### src/rtl/dec_seq_pkg.sv
package dec_seq_pkg;

  localparam logic [2:0] BW_RSVD = 3'd7;
  localparam logic [2:0] BW_FAST = 3'd6;

  // reserved code aliases the fastest rate
  function automatic logic [2:0] bw_shift(input logic [2:0] code);
    return (code == BW_RSVD) ? BW_FAST : code;
  endfunction

endpackage

### src/rtl/dec_edge_det.sv
module dec_edge_det (
  input  logic clk_i,
  input  logic rst_ni,
  input  logic d_i,
  output logic rise_o
);

  logic d_q;

  always_ff @(posedge clk_i or negedge rst_ni) begin
    if (!rst_ni) d_q <= 1'b0;
    else         d_q <= d_i;
  end

  assign rise_o = d_i & ~d_q;

  assert_rise_once_R3: assert property (@(posedge clk_i) disable iff (!rst_ni)
    rise_o |=> !rise_o);

endmodule

### src/rtl/dec_rate_ctr.sv
module dec_rate_ctr #(
  parameter int unsigned CW = 12,
  localparam int unsigned PW = CW + 1
) (
  input  logic          clk_i,
  input  logic          rst_ni,
  input  logic          hold_i,
  input  logic          restart_i,
  input  logic          adv_i,
  input  logic [PW-1:0] period_i,
  output logic          last_o,
  output logic          late_o,
  output logic          tick_o
);

  logic [CW-1:0] cnt_q;
  logic [PW-1:0] cnt_ext;

  assign cnt_ext = {1'b0, cnt_q};
  // >= keeps the wrap safe when the code shrinks mid-period
  assign last_o  = cnt_ext >= (period_i - PW'(1));
  assign late_o  = cnt_ext == (period_i - PW'(2));
  assign tick_o  = adv_i & last_o & ~hold_i & ~restart_i;

  always_ff @(posedge clk_i or negedge rst_ni) begin
    if (!rst_ni)                 cnt_q <= '0;
    else if (hold_i | restart_i) cnt_q <= '0;
    else if (adv_i)              cnt_q <= last_o ? '0 : cnt_q + CW'(1);
  end

  assert_hold_zero_R7: assert property (@(posedge clk_i) disable iff (!rst_ni)
    hold_i |=> (cnt_q == '0));

  assert_freeze_R8: assert property (@(posedge clk_i) disable iff (!rst_ni)
    (!adv_i && !hold_i && !restart_i) |=> $stable(cnt_q));

endmodule

### src/rtl/dec_drdy_gen.sv
module dec_drdy_gen (
  input  logic clk_i,
  input  logic rst_ni,
  input  logic hold_i,
  input  logic set_i,
  input  logic clr_i,
  output logic rdy_o
);

  logic rdy_q;

  always_ff @(posedge clk_i or negedge rst_ni) begin
    if (!rst_ni)     rdy_q <= 1'b0;
    else if (hold_i) rdy_q <= 1'b0;
    else if (set_i)  rdy_q <= 1'b1;
    else if (clr_i)  rdy_q <= 1'b0;
  end

  // output retimed to the falling edge
  always_ff @(negedge clk_i or negedge rst_ni) begin
    if (!rst_ni) rdy_o <= 1'b0;
    else         rdy_o <= rdy_q;
  end

  assert_hold_low_R7: assert property (@(posedge clk_i) disable iff (!rst_ni)
    hold_i |=> !rdy_q);

  assert_clr_low_R6: assert property (@(posedge clk_i) disable iff (!rst_ni)
    (clr_i && !set_i) |=> !rdy_q);

  assert_set_high_R2: assert property (@(posedge clk_i) disable iff (!rst_ni)
    (set_i && !hold_i) |=> rdy_q);

endmodule

### src/rtl/dec_seq_ctrl.sv
module dec_seq_ctrl #(
  parameter int unsigned BASE_DIV = 4096
) (
  input  logic       clk_i,
  input  logic       rst_ni,
  input  logic       rst_req_i,
  input  logic       pwr_down_i,
  input  logic       sync_req_i,
  input  logic [2:0] bw_sel_i,
  input  logic       rd_ack_i,
  output logic       flt_clear_o,
  output logic       conv_run_o,
  output logic       mclk_en_o,
  output logic       data_rdy_o
);

  import dec_seq_pkg::*;

  localparam int unsigned CW = $clog2(BASE_DIV);
  localparam int unsigned PW = CW + 1;
  localparam logic [PW-1:0] BASE_PER = PW'(BASE_DIV);

  logic          sync_rise, fire, aligned, restart, adv;
  logic          last, late, tick;
  logic          run_q, pd_q, clr_q;
  logic [PW-1:0] period;

  assign period = BASE_PER >> bw_shift(bw_sel_i);

  dec_edge_det u_sync_edge (
    .clk_i  (clk_i),
    .rst_ni (rst_ni),
    .d_i    (sync_req_i),
    .rise_o (sync_rise)
  );

  assign adv     = run_q & ~rst_req_i & ~pwr_down_i;
  assign fire    = sync_rise & ~rst_req_i & ~pwr_down_i;
  // sync landing on the natural wrap is absorbed
  assign aligned = fire & run_q & last;
  assign restart = fire & ~aligned;

  dec_rate_ctr #(.CW(CW)) u_rate (
    .clk_i     (clk_i),
    .rst_ni    (rst_ni),
    .hold_i    (rst_req_i),
    .restart_i (restart),
    .adv_i     (adv),
    .period_i  (period),
    .last_o    (last),
    .late_o    (late),
    .tick_o    (tick)
  );

  dec_drdy_gen u_drdy (
    .clk_i  (clk_i),
    .rst_ni (rst_ni),
    .hold_i (rst_req_i),
    .set_i  (tick),
    .clr_i  (restart | late | rd_ack_i),
    .rdy_o  (data_rdy_o)
  );

  always_ff @(posedge clk_i or negedge rst_ni) begin
    if (!rst_ni) begin
      run_q <= 1'b0;
      pd_q  <= 1'b0;
      clr_q <= 1'b0;
    end else begin
      run_q <= ~rst_req_i & ~pwr_down_i;
      pd_q  <= ~rst_req_i & pwr_down_i;
      clr_q <= restart;
    end
  end

  assign flt_clear_o = clr_q;
  assign conv_run_o  = run_q;
  assign mclk_en_o   = ~pd_q;

  assert_clear_single_R3: assert property (@(posedge clk_i) disable iff (!rst_ni)
    flt_clear_o |=> !flt_clear_o);

  assert_reset_idle_R7: assert property (@(posedge clk_i) disable iff (!rst_ni)
    rst_req_i |=> (!conv_run_o && mclk_en_o && !flt_clear_o));

  assert_pd_gate_R8: assert property (@(posedge clk_i) disable iff (!rst_ni)
    (pwr_down_i && !rst_req_i) |=> (!mclk_en_o && !conv_run_o));

  assert_pd_no_clear_R8: assert property (@(posedge clk_i) disable iff (!rst_ni)
    pwr_down_i |=> !flt_clear_o);

endmodule

### config.mk
export PLATFORM = sky130hd
export DESIGN_NAME = dec_seq_ctrl
export DESIGN_NICKNAME = d
export VERILOG_FILES = /design/src/rtl/dec_seq_pkg.sv /design/src/rtl/dec_edge_det.sv /design/src/rtl/dec_rate_ctr.sv /design/src/rtl/dec_drdy_gen.sv /design/src/rtl/dec_seq_ctrl.sv
export SDC_FILE = /design/constraint.sdc
export NUM_CORES = 1
export LEC_CHECK = 0
export ABC_AREA = 0
export BUFFER_PORTS_ARGS = -buffer_cell sky130_fd_sc_hd__buf_2
export CAP_MARGIN = 30
export CORE_AREA = 8 8 93 62
export DETAILED_ROUTE_END_ITERATION = 10
export DIE_AREA = 0 0 101 70
export PLACE_DENSITY_LB_ADDON = 0.15
export SYNTH_ARGS = -nofsm -noshare
export SYNTH_HDL_FRONTEND = slang
export SYNTH_HIERARCHICAL = 1
export SYNTH_SLANG_ARGS = --single-unit
### constraint.sdc
create_clock -name clk_i -period 2.7 [get_ports clk_i]
set_input_delay 0.135 -clock clk_i [delete_from_list [all_inputs] [get_ports clk_i]]
set_output_delay 0.135 -clock clk_i [all_outputs]
set_load 0.03 [all_outputs]
## Yosys cells after proc, flatten, opt, wreduce, memory -nomap -nowiden

Cells that the tools add are included.

- Register bits: 18
- Input bits: 9
- Output and inout bits: 4
- Word-level logic and storage cells: 45

- $add $sub $neg: 3
- $lt $le $gt $ge: 1
- Eq/ne operators: 2
- Shift-type cells: 1
- Muxes and demuxes: 7
- Bitwise gates (word level): 22
- Reductions and logical operators: 2

Operators by type and width:

| cell | count |
|---|---|
| 2-to-1 mux 12 bit | 3 |
| AND 1 bit | 13 |
| equality test 12 x 13 -> 1 bit | 1 |
| >= comparator 12 x 13 -> 1 bit | 1 |
| >> shifter 13 x 3 -> 13 bit, first input constant | 1 |
| subtractor 13 x 1 -> 13 bit, second input constant | 1 |
| subtractor 13 x 2 -> 13 bit, second input constant | 1 |
| adder 12 x 1 -> 12 bit, second input constant | 1 |
| inverter 1 bit | 6 |
| equality test 3 bit, second input constant | 1 |
| 2-to-1 mux 1 bit | 3 |
| 2-to-1 mux 3 bit | 1 |
| bitwise OR 1 bit | 3 |
| nonzero test 3 bit | 1 |
| nonzero test 2 bit | 1 |

## Depth between registers and ports, before layout

Gate-level depths: netlist (run 1).

- Depth in word-level cells: 13
- Depth in mapped cells: 21
- Mapped depth without buffers: 19

## Cells and area by module

Netlist (run 1), hierarchy kept.

Modules (own cells, without submodules):

| module | instances | cells each | area each (um^2) |
|---|---|---|---|
| dec_rate_ctr | 1 | 184 | 1475.2 |
| dec_seq_ctrl | 1 | 19 | 173.9 |
| dec_drdy_gen | 1 | 5 | 68.8 |
| dec_edge_det | 1 | 2 | 38.8 |

==> metrics.sh, run 1 <==
RESULT_OF_THE_RUN='complete, but fails checks'
FAILING_CHECKS='setup timing'
P_LEAK_nW=1.139
YOSYS.CELL_TYPES.COUNT=53
DP_WORST_SETUP_SLACK_PS=-527.4
CRITICAL_PATH_CLASS='in -> reg'
SYNTH_XOR_AREA_SHARE_PCT=13.46
ROUTED_VIA_COUNT=1662
FINAL.SETUP.TNS_PS=-530.1
GRT_PASS1_WL_UM=7534
FIN_NETS=303
CLKSINKCOUNT=18
YOSYS_WARNINGS=6
FP.COREAREA_MM2=0.004374
GLOBAL_ROUTE.USAGE.TOTAL_PCT=13.22
SYNTH.CELLS.MOST_FREQUENT='21 x nand2_1, 19 x xnor2_1, 17 x dfrtp_1'
WL_UM=4540
MAX_FREQ_MHz=357.9
DETAILED_ROUTING_ITERATION_COUNT_FOR_THE_PRE_ANTENNA_REPAIR_PASS=5
CHIPWIDTH_UM=101
INITIAL_CORE_UTIL_PCT=40.16
MAXIMUM_NUMBER_OF_PINS_ON_ONE_NET_BEFORE_GLOBAL_ROUTE_REPAIR=19
YOSYS.AREA_SHARE.SIMPLE_PCT=30.27
EDFF_COUNT_SYNTH=0
INITIAL_ANTENNA_VIOLATION_COUNT=0
TRITONCTS_CLOCK_TREE='built'
INSERTION_DELAY_PS=270
COMPLEX_GATE_FRACTION_OF_THE_SYNTHESIZED_AREA_PCT=14.17
CTSROOTBUFFERMASTER='clkbuf_8'
FINAL_MIN_PERIOD_OVER_CLOCK_PERIOD_PCT=103.5
POST_SYNTH_INSTANCE_AREA_MM2=0.001757
IRDROPWORSTVDD_uV=237.4
SETUP_VIOL=11
DRIVE_GT1_SHARE_PCT=31.29
SYNTHDOMINANTCELLAREASHARE_PCT=24.22
UNREPAIRED_SETUP_ENDPOINTS_AFTER_GLOBAL_ROUTING='yes'
YS_ASYNC_SR_FRACTION_PCT=100.0
BUFFER_PORTS.INSERTED=12
DRT_DRC_VIOLATIONS_LEFT=0
ENDPOINT_KIND='flop'
DRT_ITER0_MARKERS=107
POST_SYNTH_MUX_AREA_SHARE_PCT=1.140
MAPPED_AVG_CELL_AREA_UM2=8.365
POST_SYNTH_INST_COUNT=210
CTS_MADE_BUFFERS=3
DIE_Y_UM=70
SYNTH.FF_LATCH_COUNT=18
DPL_CELL_AREA_MM2=0.002252
MIN_PATH_TYPE='in -> reg'
REPORT.FINAL.SLEW_VIOL_COUNT=0
PLACEMENTROWS=19
GLOBAL_ROUTE.OVERFLOW_TOTAL=0
HOLD_VIOLATIONS=0
SEQ_AREA_FRAC_SYNTH_PCT=25.64
YOSYS.AREA_SHARE.ADDER_PCT=10.68
TIMING.CRITICAL_PATH.FANOUT_MAX=7
H-TREE-DEPTH=1
TOTAL_POWER_PER_UNIT_CELL_AREA_mW_PER_MM2=271.1
WORST-SLEW-PIN-TRANSITION_PS=539.4
DESIGN.DIE.AREA_MM2=0.007070
ANTENNA_LEFT=0
TIMING.MAX_CAP.VIOLATIONS=0
SYNTH_TOP_FAMILY_BY_AREA='simple AND/OR/NAND/NOR gates'
TOTAL_POWER_uW=677.0
FIRST_GLOBAL_VIAS=1513
NETLIST_TOP_CELLS_AREA='dfrtp_1 24%, ha_1 11%, xnor2_1 9.5%'
WORSTPATHARRIVAL_PS=2990
REQUIRED_TIME_OF_THE_CRITICAL_PATH_PS=2890
MAXSLEWHEADROOM_PCT=63.76
ROUTE.DETAILED.WL_PER_INST_UM=13.31
POST-SYNTH-TOP-AREA-CELL='dfrtp_1'
FINALWORSTSETUPSLACK_PS=-93.74
CLK_PIN_SLEW_WORST_PATHS_PS=70
DESIGN_AREA_MM2=0.002497
FLOW.AREA_GROWTH_FROM_SYNTHESIS_PCT=42.17
VIA_PER_INST=4.874
CLOCKBUFFERDEPTH=2
SYNTH_MOST_COMMON_CELL='nand2_1'
ANTENNA_CELLS=0
FIN_WORST_SKEW_PS=15.02
SETUP.WORST_PATH.START_CLASS='input pin'
SYNTH_TOP_FLOP_CELL='dfrtp_1'
HPWLAFTERDP_UM=3543
PLACE_CONGESTION=0.8177
IOS=13
LAYOUT_MIN_CYCLE_TIME_PS=2794
cell type report:
type | count | area (um^2)
Fill cell | 406 | 1877
Multi-Input combinational cell | 196 | 1469
Timing Repair Buffer | 52 | 414.1
Sequential cell | 18 | 450.4
Tap cell | 63 | 78.83
Inverter | 8 | 30.03
Clock buffer | 4 | 55.05
report_power, final:
part	internal, mW	switching [mW]
clock	0.130	0.0971
combinational	0.0830	0.0922
sequential	0.273	0.00221
total	0.486	0.191
flip-flops by register name, summed over array words and instances (netlist names):
signal	flops
conv_run_o	1
pd_q	1
u_drdy/rdy_o	1
u_sync_edge/d_q	1
flt_clear_o	1
u_rate/cnt_q	12
u_drdy/rdy_q	1
timing repair:
| item | in CTS | in global routing |
|---|---|---|
| buffers inserted | 2 | 3 |
| pin swaps | 17 | 7 |
| hold buffers | 2 | 0 |
| gates resized for setup | 24 | 7 |
| setup endpoints to repair | 13 | 13 |
| hold endpoints to repair | 18 | 0 |
layer usage:
metal | track usage (%) | share of wire (%) | vias to the layer above | wire length (um)
li1 | - | - | 874 | -
met1 | 20.16 | 53 | 736 | 2402
met2 | 18.07 | 40 | 50 | 1801
met3 | 3.165 | 7.2 | 2 | 327
met4 | 1.970 | 0.18 | 0 | 8
met5 | 0 | 0 | - | 0
kinds of logic (layout without fill, tap and decap cells):
logic type | count (synthesis) | after routing
adders and majority gates | 15 | 15
buffers and inverters | 15 | 64
muxes | 2 | 2
xor gates and xnor gates | 27 | 27
DFF | 18 | 18
AOI/OAI and AO/OA | 35 | 35
and+or+nand+nor | 97 | 97
other | 1 | 20
worst max-delay path, cell delays in order:
cell	delay, ps
buf_8	110
and3b_2	220
nor2_2	130
nand3_2	120
buf_6	150
nor2_2	100
xnor2_1	70
ha_1	280
and3_4	190
nand3_4	90
a311oi_4	270
o211ai_2	130
inv_2	70
nand2_2	50
and3_4	170
nor3b_4	270
buf_6	170
and2b_1	120
inv_1	40
a21oi_2	100
layout by cell type (no fill, tap or decap), drive strengths merged, types with 2 or more instances in the layout:
cell type	Yosys	routed
nor3b	5	5
buf	5	50
nor4	4	4
conb	1	20
dlygate4sd3	0	2
nand2	21	21
nor3	9	9
o21ai	6	6
clkbuf	2	4
and3	7	7
a21oi	5	5
nor2b	7	7
nand4	2	2
inv	8	8
ha	15	15
nand3	12	12
or3	3	3
nor4bb	2	2
and2	4	4
nand2b	2	2
a31oi	6	6
xnor2	19	19
dfrtp	17	17
o211ai	5	5
xor2	8	8
nor2	15	15
mux2i	2	2
a21o	2	2
final timing paths:
check                             endpoint  slack, ps  depth (start not counted)             start
max in group asynchronous     u_drdy/rdy_o        810                          2            rst_ni
hold reg to reg            u_rate/cnt_q[0]        540                          1   u_rate/cnt_q[0]
hold / removal                  conv_run_o         60                          2        pwr_down_i
setup reg to reg              u_drdy/rdy_q        170                         13  u_rate/cnt_q[10]
setup / recovery              u_drdy/rdy_q        -90                         20       bw_sel_i[0]
min in group asynchronous      flt_clear_o        350                          2            rst_ni
metrics by stage:
stage	util, %	hold WS, ps	instances
2_1_floorplan	-	-160.6	229
3_3_place_gp	51.49	96.40	331
3_5_place_dp	51.49	92.13	331
4_1_cts	55.84	59.19	339
5_1_grt	57.09	53.39	341
6_report	57.09	63.06	341
No activity file was read; power rests on OpenSTA's default activity.
==> run 2: changes to the inputs <==
--- a/config.mk
+++ b/config.mk
@@ -9,6 +9,7 @@
 export BUFFER_PORTS_ARGS = -buffer_cell sky130_fd_sc_hd__buf_2
 export CAP_MARGIN = 30
 export CORE_AREA = 8 8 93 62
+export CTS_BUF_LIST = sky130_fd_sc_hd__clkbuf_16
 export DETAILED_ROUTE_END_ITERATION = 10
 export DIE_AREA = 0 0 101 70
 export PLACE_DENSITY_LB_ADDON = 0.15
==> run 2 against run 1 <==
  * Wire length rose by 1.7%
  * Combinational power about the same
  * Critical path type unchanged
  * Setup slack got worse by 18 ps
  * Sequential power barely moved
  * Design area increased by 0.55%
  * Critical endpoint unchanged
  * The run still ends with setup timing left
  * Via count up 0.36%
  * Count of clock-buffer cells in the layout is 1 lower
  * Fmax shrank 0.63%
  * Global-route usage decreased by 0.082 points
  * Worst hold slack got worse by 57 ps
==> metrics.sh, run 2 (synthesized netlist as in run 1, its figures left out) <==
TOTAL_POWER_uW=753.9  # +11%
LAYOUT_MIN_CYCLE_TIME_PS=2811  # +17.61 ps
ROUTED_VIA_COUNT=1668  # +0.36%
IRDROPWORSTVDD_uV=268.8  # +13%
CLOCKBUFFERDEPTH=2  # unchanged
CRITPATHLAUNCH='bw_sel_i[0]'
TRITONCTS_CLOCK_TREE='built'
ENDPOINT_KIND='flop'
REGTOREGENDPOINT='u_drdy/rdy_q'
FINAL_MIN_PERIOD_OVER_CLOCK_PERIOD_PCT=104.1  # +0.65 points
CTS_MADE_BUFFERS=3  # unchanged
MIN_PATH_TYPE='in -> reg'
VIA_PER_INST=4.906  # +0.66%
FINAL.SETUP.TNS_PS=-683.0  # -153.0 ps
PLACED_CELLS=331  # unchanged
MAXIMUM_NUMBER_OF_PINS_ON_ONE_NET_BEFORE_GLOBAL_ROUTE_REPAIR=19  # unchanged
ANTENNA_LEFT=0  # unchanged
GRT_USE_MET2_PCT=17.92  # -0.15 points
ROUTE.DETAILED.WL_PER_INST_UM=13.59  # +2.0%
INITIAL_CORE_UTIL_PCT=40.16  # unchanged
GLOBAL_ROUTE.USAGE.MET3_PCT=3.165  # unchanged
ANTENNA_CELLS=0  # unchanged
FLOW.AREA_GROWTH_FROM_SYNTHESIS_PCT=42.95
DESIGN.DIE.AREA_MM2=0.007070  # unchanged
TOP_REGISTER='u_rate/cnt_q'
HOLDCRITSTARTPOINT='sync_req_i'
H-TREE-DEPTH=1  # unchanged
INITIAL_ANTENNA_VIOLATION_COUNT=0  # unchanged
RESULT_OF_THE_RUN='complete, but fails checks'
IOS=13  # unchanged
GLOBAL_ROUTE.OVERFLOW_TOTAL=0  # unchanged
REQUIRED_TIME_OF_THE_CRITICAL_PATH_PS=2880  # about the same
TOTAL_POWER_PER_UNIT_CELL_AREA_mW_PER_MM2=300.2  # +11%
SWITCHING_SHARE_PCT=26.72  # -1.6 points
DRT_ITER0_MARKERS=105  # -1.9%
P_SW_uW=201.4  # +5.2%
SETUP.WORST_PATH.START_CLASS='input pin'
DIE_Y_UM=70  # unchanged
REPORT.FINAL.SLEW_VIOL_COUNT=0  # unchanged
FIN_NETS=302  # -0.33%
GRT_MOST_USED_LAYER='met1'
DRIVE_GT1_SHARE_PCT=31.05  # -0.25 points
REG2REGPATHDEPTH=13  # unchanged
CRITICAL_PATH_CLASS='in -> reg'
BUFFER_PORTS.INSERTED=12  # unchanged
PWR-SHARE-COMB_PCT=23.1  # -2.8 points
WHS_PATH_DEPTH=1  # -1
POWER.SHARE.SEQUENTIAL_PCT=36.6  # -4.0 points
CTSROOTBUFFERMASTER='clkbuf_16'
SETUP_VIOL=12  # +1
FINALWORSTSETUPSLACK_PS=-111.4  # -17.61 ps
REGISTER_TO_REGISTER_SETUP_SLACK_PS=170  # about the same
FAILING_CHECKS='setup timing'
WORSTPATHARRIVAL_PS=3000  # about the same
MOST-COMMON-LAYOUT-CELLS='32 x buf_4, 20 x conb_1, 19 x nand2_1'
HOLD_VIOLATIONS=0  # unchanged
GLOBAL_ROUTE.USAGE.TOTAL_PCT=13.13  # -0.082 points
PLACEMENTROWS=19  # unchanged
WORST-SLEW-PIN-TRANSITION_PS=544.4  # +4.954 ps
WORSTHOLDENDPOINT='u_sync_edge/d_q'
UNREPAIRED_SETUP_ENDPOINTS_AFTER_GLOBAL_ROUTING='yes'
TIMING.CRITICAL_PATH.FANOUT_MAX=7  # unchanged
LARGEST_REG_FLOPS=12  # unchanged
FINISH.CELL_COUNT_WITHOUT_FILLERS=340  # -0.29%
CLKSINKCOUNT=18  # unchanged
TIMING.MAX_CAP.VIOLATIONS=0  # unchanged
WORST_R2R_STARTPOINT='u_rate/cnt_q[10]'
MAX_FREQ_MHz=355.7  # -0.63%
P_INT_uW=552.5  # +14%
FP.COREAREA_MM2=0.004374  # unchanged
FIRST_GLOBAL_VIAS=1512  # -0.066%
DRT_DRC_VIOLATIONS_LEFT=0  # unchanged
MAXSLEWHEADROOM_PCT=63.43  # -0.33 points
USE_MET1_PCT=20.22  # +0.057 points
INSERTION_DELAY_PS=280  # about the same
HPWLAFTERDP_UM=3543  # unchanged
P_LEAK_nW=1.144  # +0.49%
CLK_PIN_SLEW_WORST_PATHS_PS=50  # -20 ps
PLACE_CONGESTION=0.8177  # unchanged
LAYOUT.CELLS.MOST_COMMON='buf_4'
CLOCKPOWERSHARE_PCT=40.3  # +6.8 points
SHARE_OF_THE_CORE_FILLED_WITH_CELLS_IN_THE_FINAL_LAYOUT_PCT=57.41  # +0.31 points
GRT_PASS1_WL_UM=7541  # about the same
CHIPWIDTH_UM=101  # unchanged
WL_UM=4619  # +1.7%
FIN_WORST_SKEW_PS=30.42  # +15.40 ps
DETAILED_ROUTING_ITERATION_COUNT_FOR_THE_PRE_ANTENNA_REPAIR_PASS=4  # -1
-- run 2: cell count changes in the layout (fill, tap and decap cells not counted), sizes merged --
cell	previous run	this run
clkbuf	4	3
clkinv	0	1
dlygate4sd3	2	1
-- run 2: area by class of cell --
class	instances	area (um^2)
repair buffers	51	404.1
clock buffers	3	75.07
well taps	63	78.83
clock inverters	1	3.754
multi-input cells	196	1469
fillers	405	1863
flip-flops and latches	18	450.4
inverters	8	30.03
-- run 2: metrics by stage --
| stage | cell area [um^2] | setup WS (ps) | hold slack (ps) |
|---|---|---|---|
| floorplan | 1912 | -229.2 | -160.6 |
| global placement | 2252 | -487.1 | 96.40 |
| detailed placement | 2252 | -527.4 | 92.13 |
| CTS | 2456 | -76.23 | 7.203 |
| global route | 2511 | -280.1 | 9.914 |
| finish | 2511 | -111.4 | 5.946 |
-- run 2: routing by layer --
| metal | wire, um | part of all wire (%) |
|---|---|---|
| met5 | 0 | 0 |
| met1 | 2528 | 55 |
| met2 | 1885 | 41 |
| met3 | 196 | 4.2 |
| met4 | 8 | 0.17 |
-- run 2: worst max-delay path by stage --
stage / end / slack (ps) / cells after the start
floorplan: u_drdy/rdy_q / -230 / 18
detailed placement: u_rate/cnt_q[3] / -530 / 18
global placement: u_rate/cnt_q[4] / -490 / 17
finish: u_drdy/rdy_q / -110 / 20
global route: u_drdy/rdy_q / -280 / 19
CTS: u_drdy/rdy_q / -80 / 20
-- run 2: what timing repair did --
action / 4_1_cts / 5_1_grt
endpoints found under the hold margin: 17 / 0
hold buffers: 1 / 0
buffers inserted: 2 / 3
pin swaps: 18 / 7
endpoints found under the setup margin: 13 / 13
gates resized for setup: 24 / 7
-- run 2: worst max-delay path: stages --
cell	delay, ps
buf_8	110
and3b_2	220
nor2_2	130
nand3_2	120
buf_6	150
nor2_2	100
xnor2_1	70
ha_1	280
and3_4	190
nand3_4	90
a311oi_4	270
o211ai_2	140
inv_2	70
nand2_2	50
and3_4	170
nor3b_4	260
buf_6	170
and2b_1	120
inv_1	40
a21oi_2	100
-- run 2: power groups by stage --
stage                     Combinational, mW  Sequential, mW  Clock [mW]
after floorplan                      0.0951           0.282           0
after global placement                0.147           0.280           0
after detailed placement              0.147           0.280           0
after CTS                             0.164           0.275       0.307
after global routing                  0.193           0.276       0.320
final                                 0.174           0.276       0.304
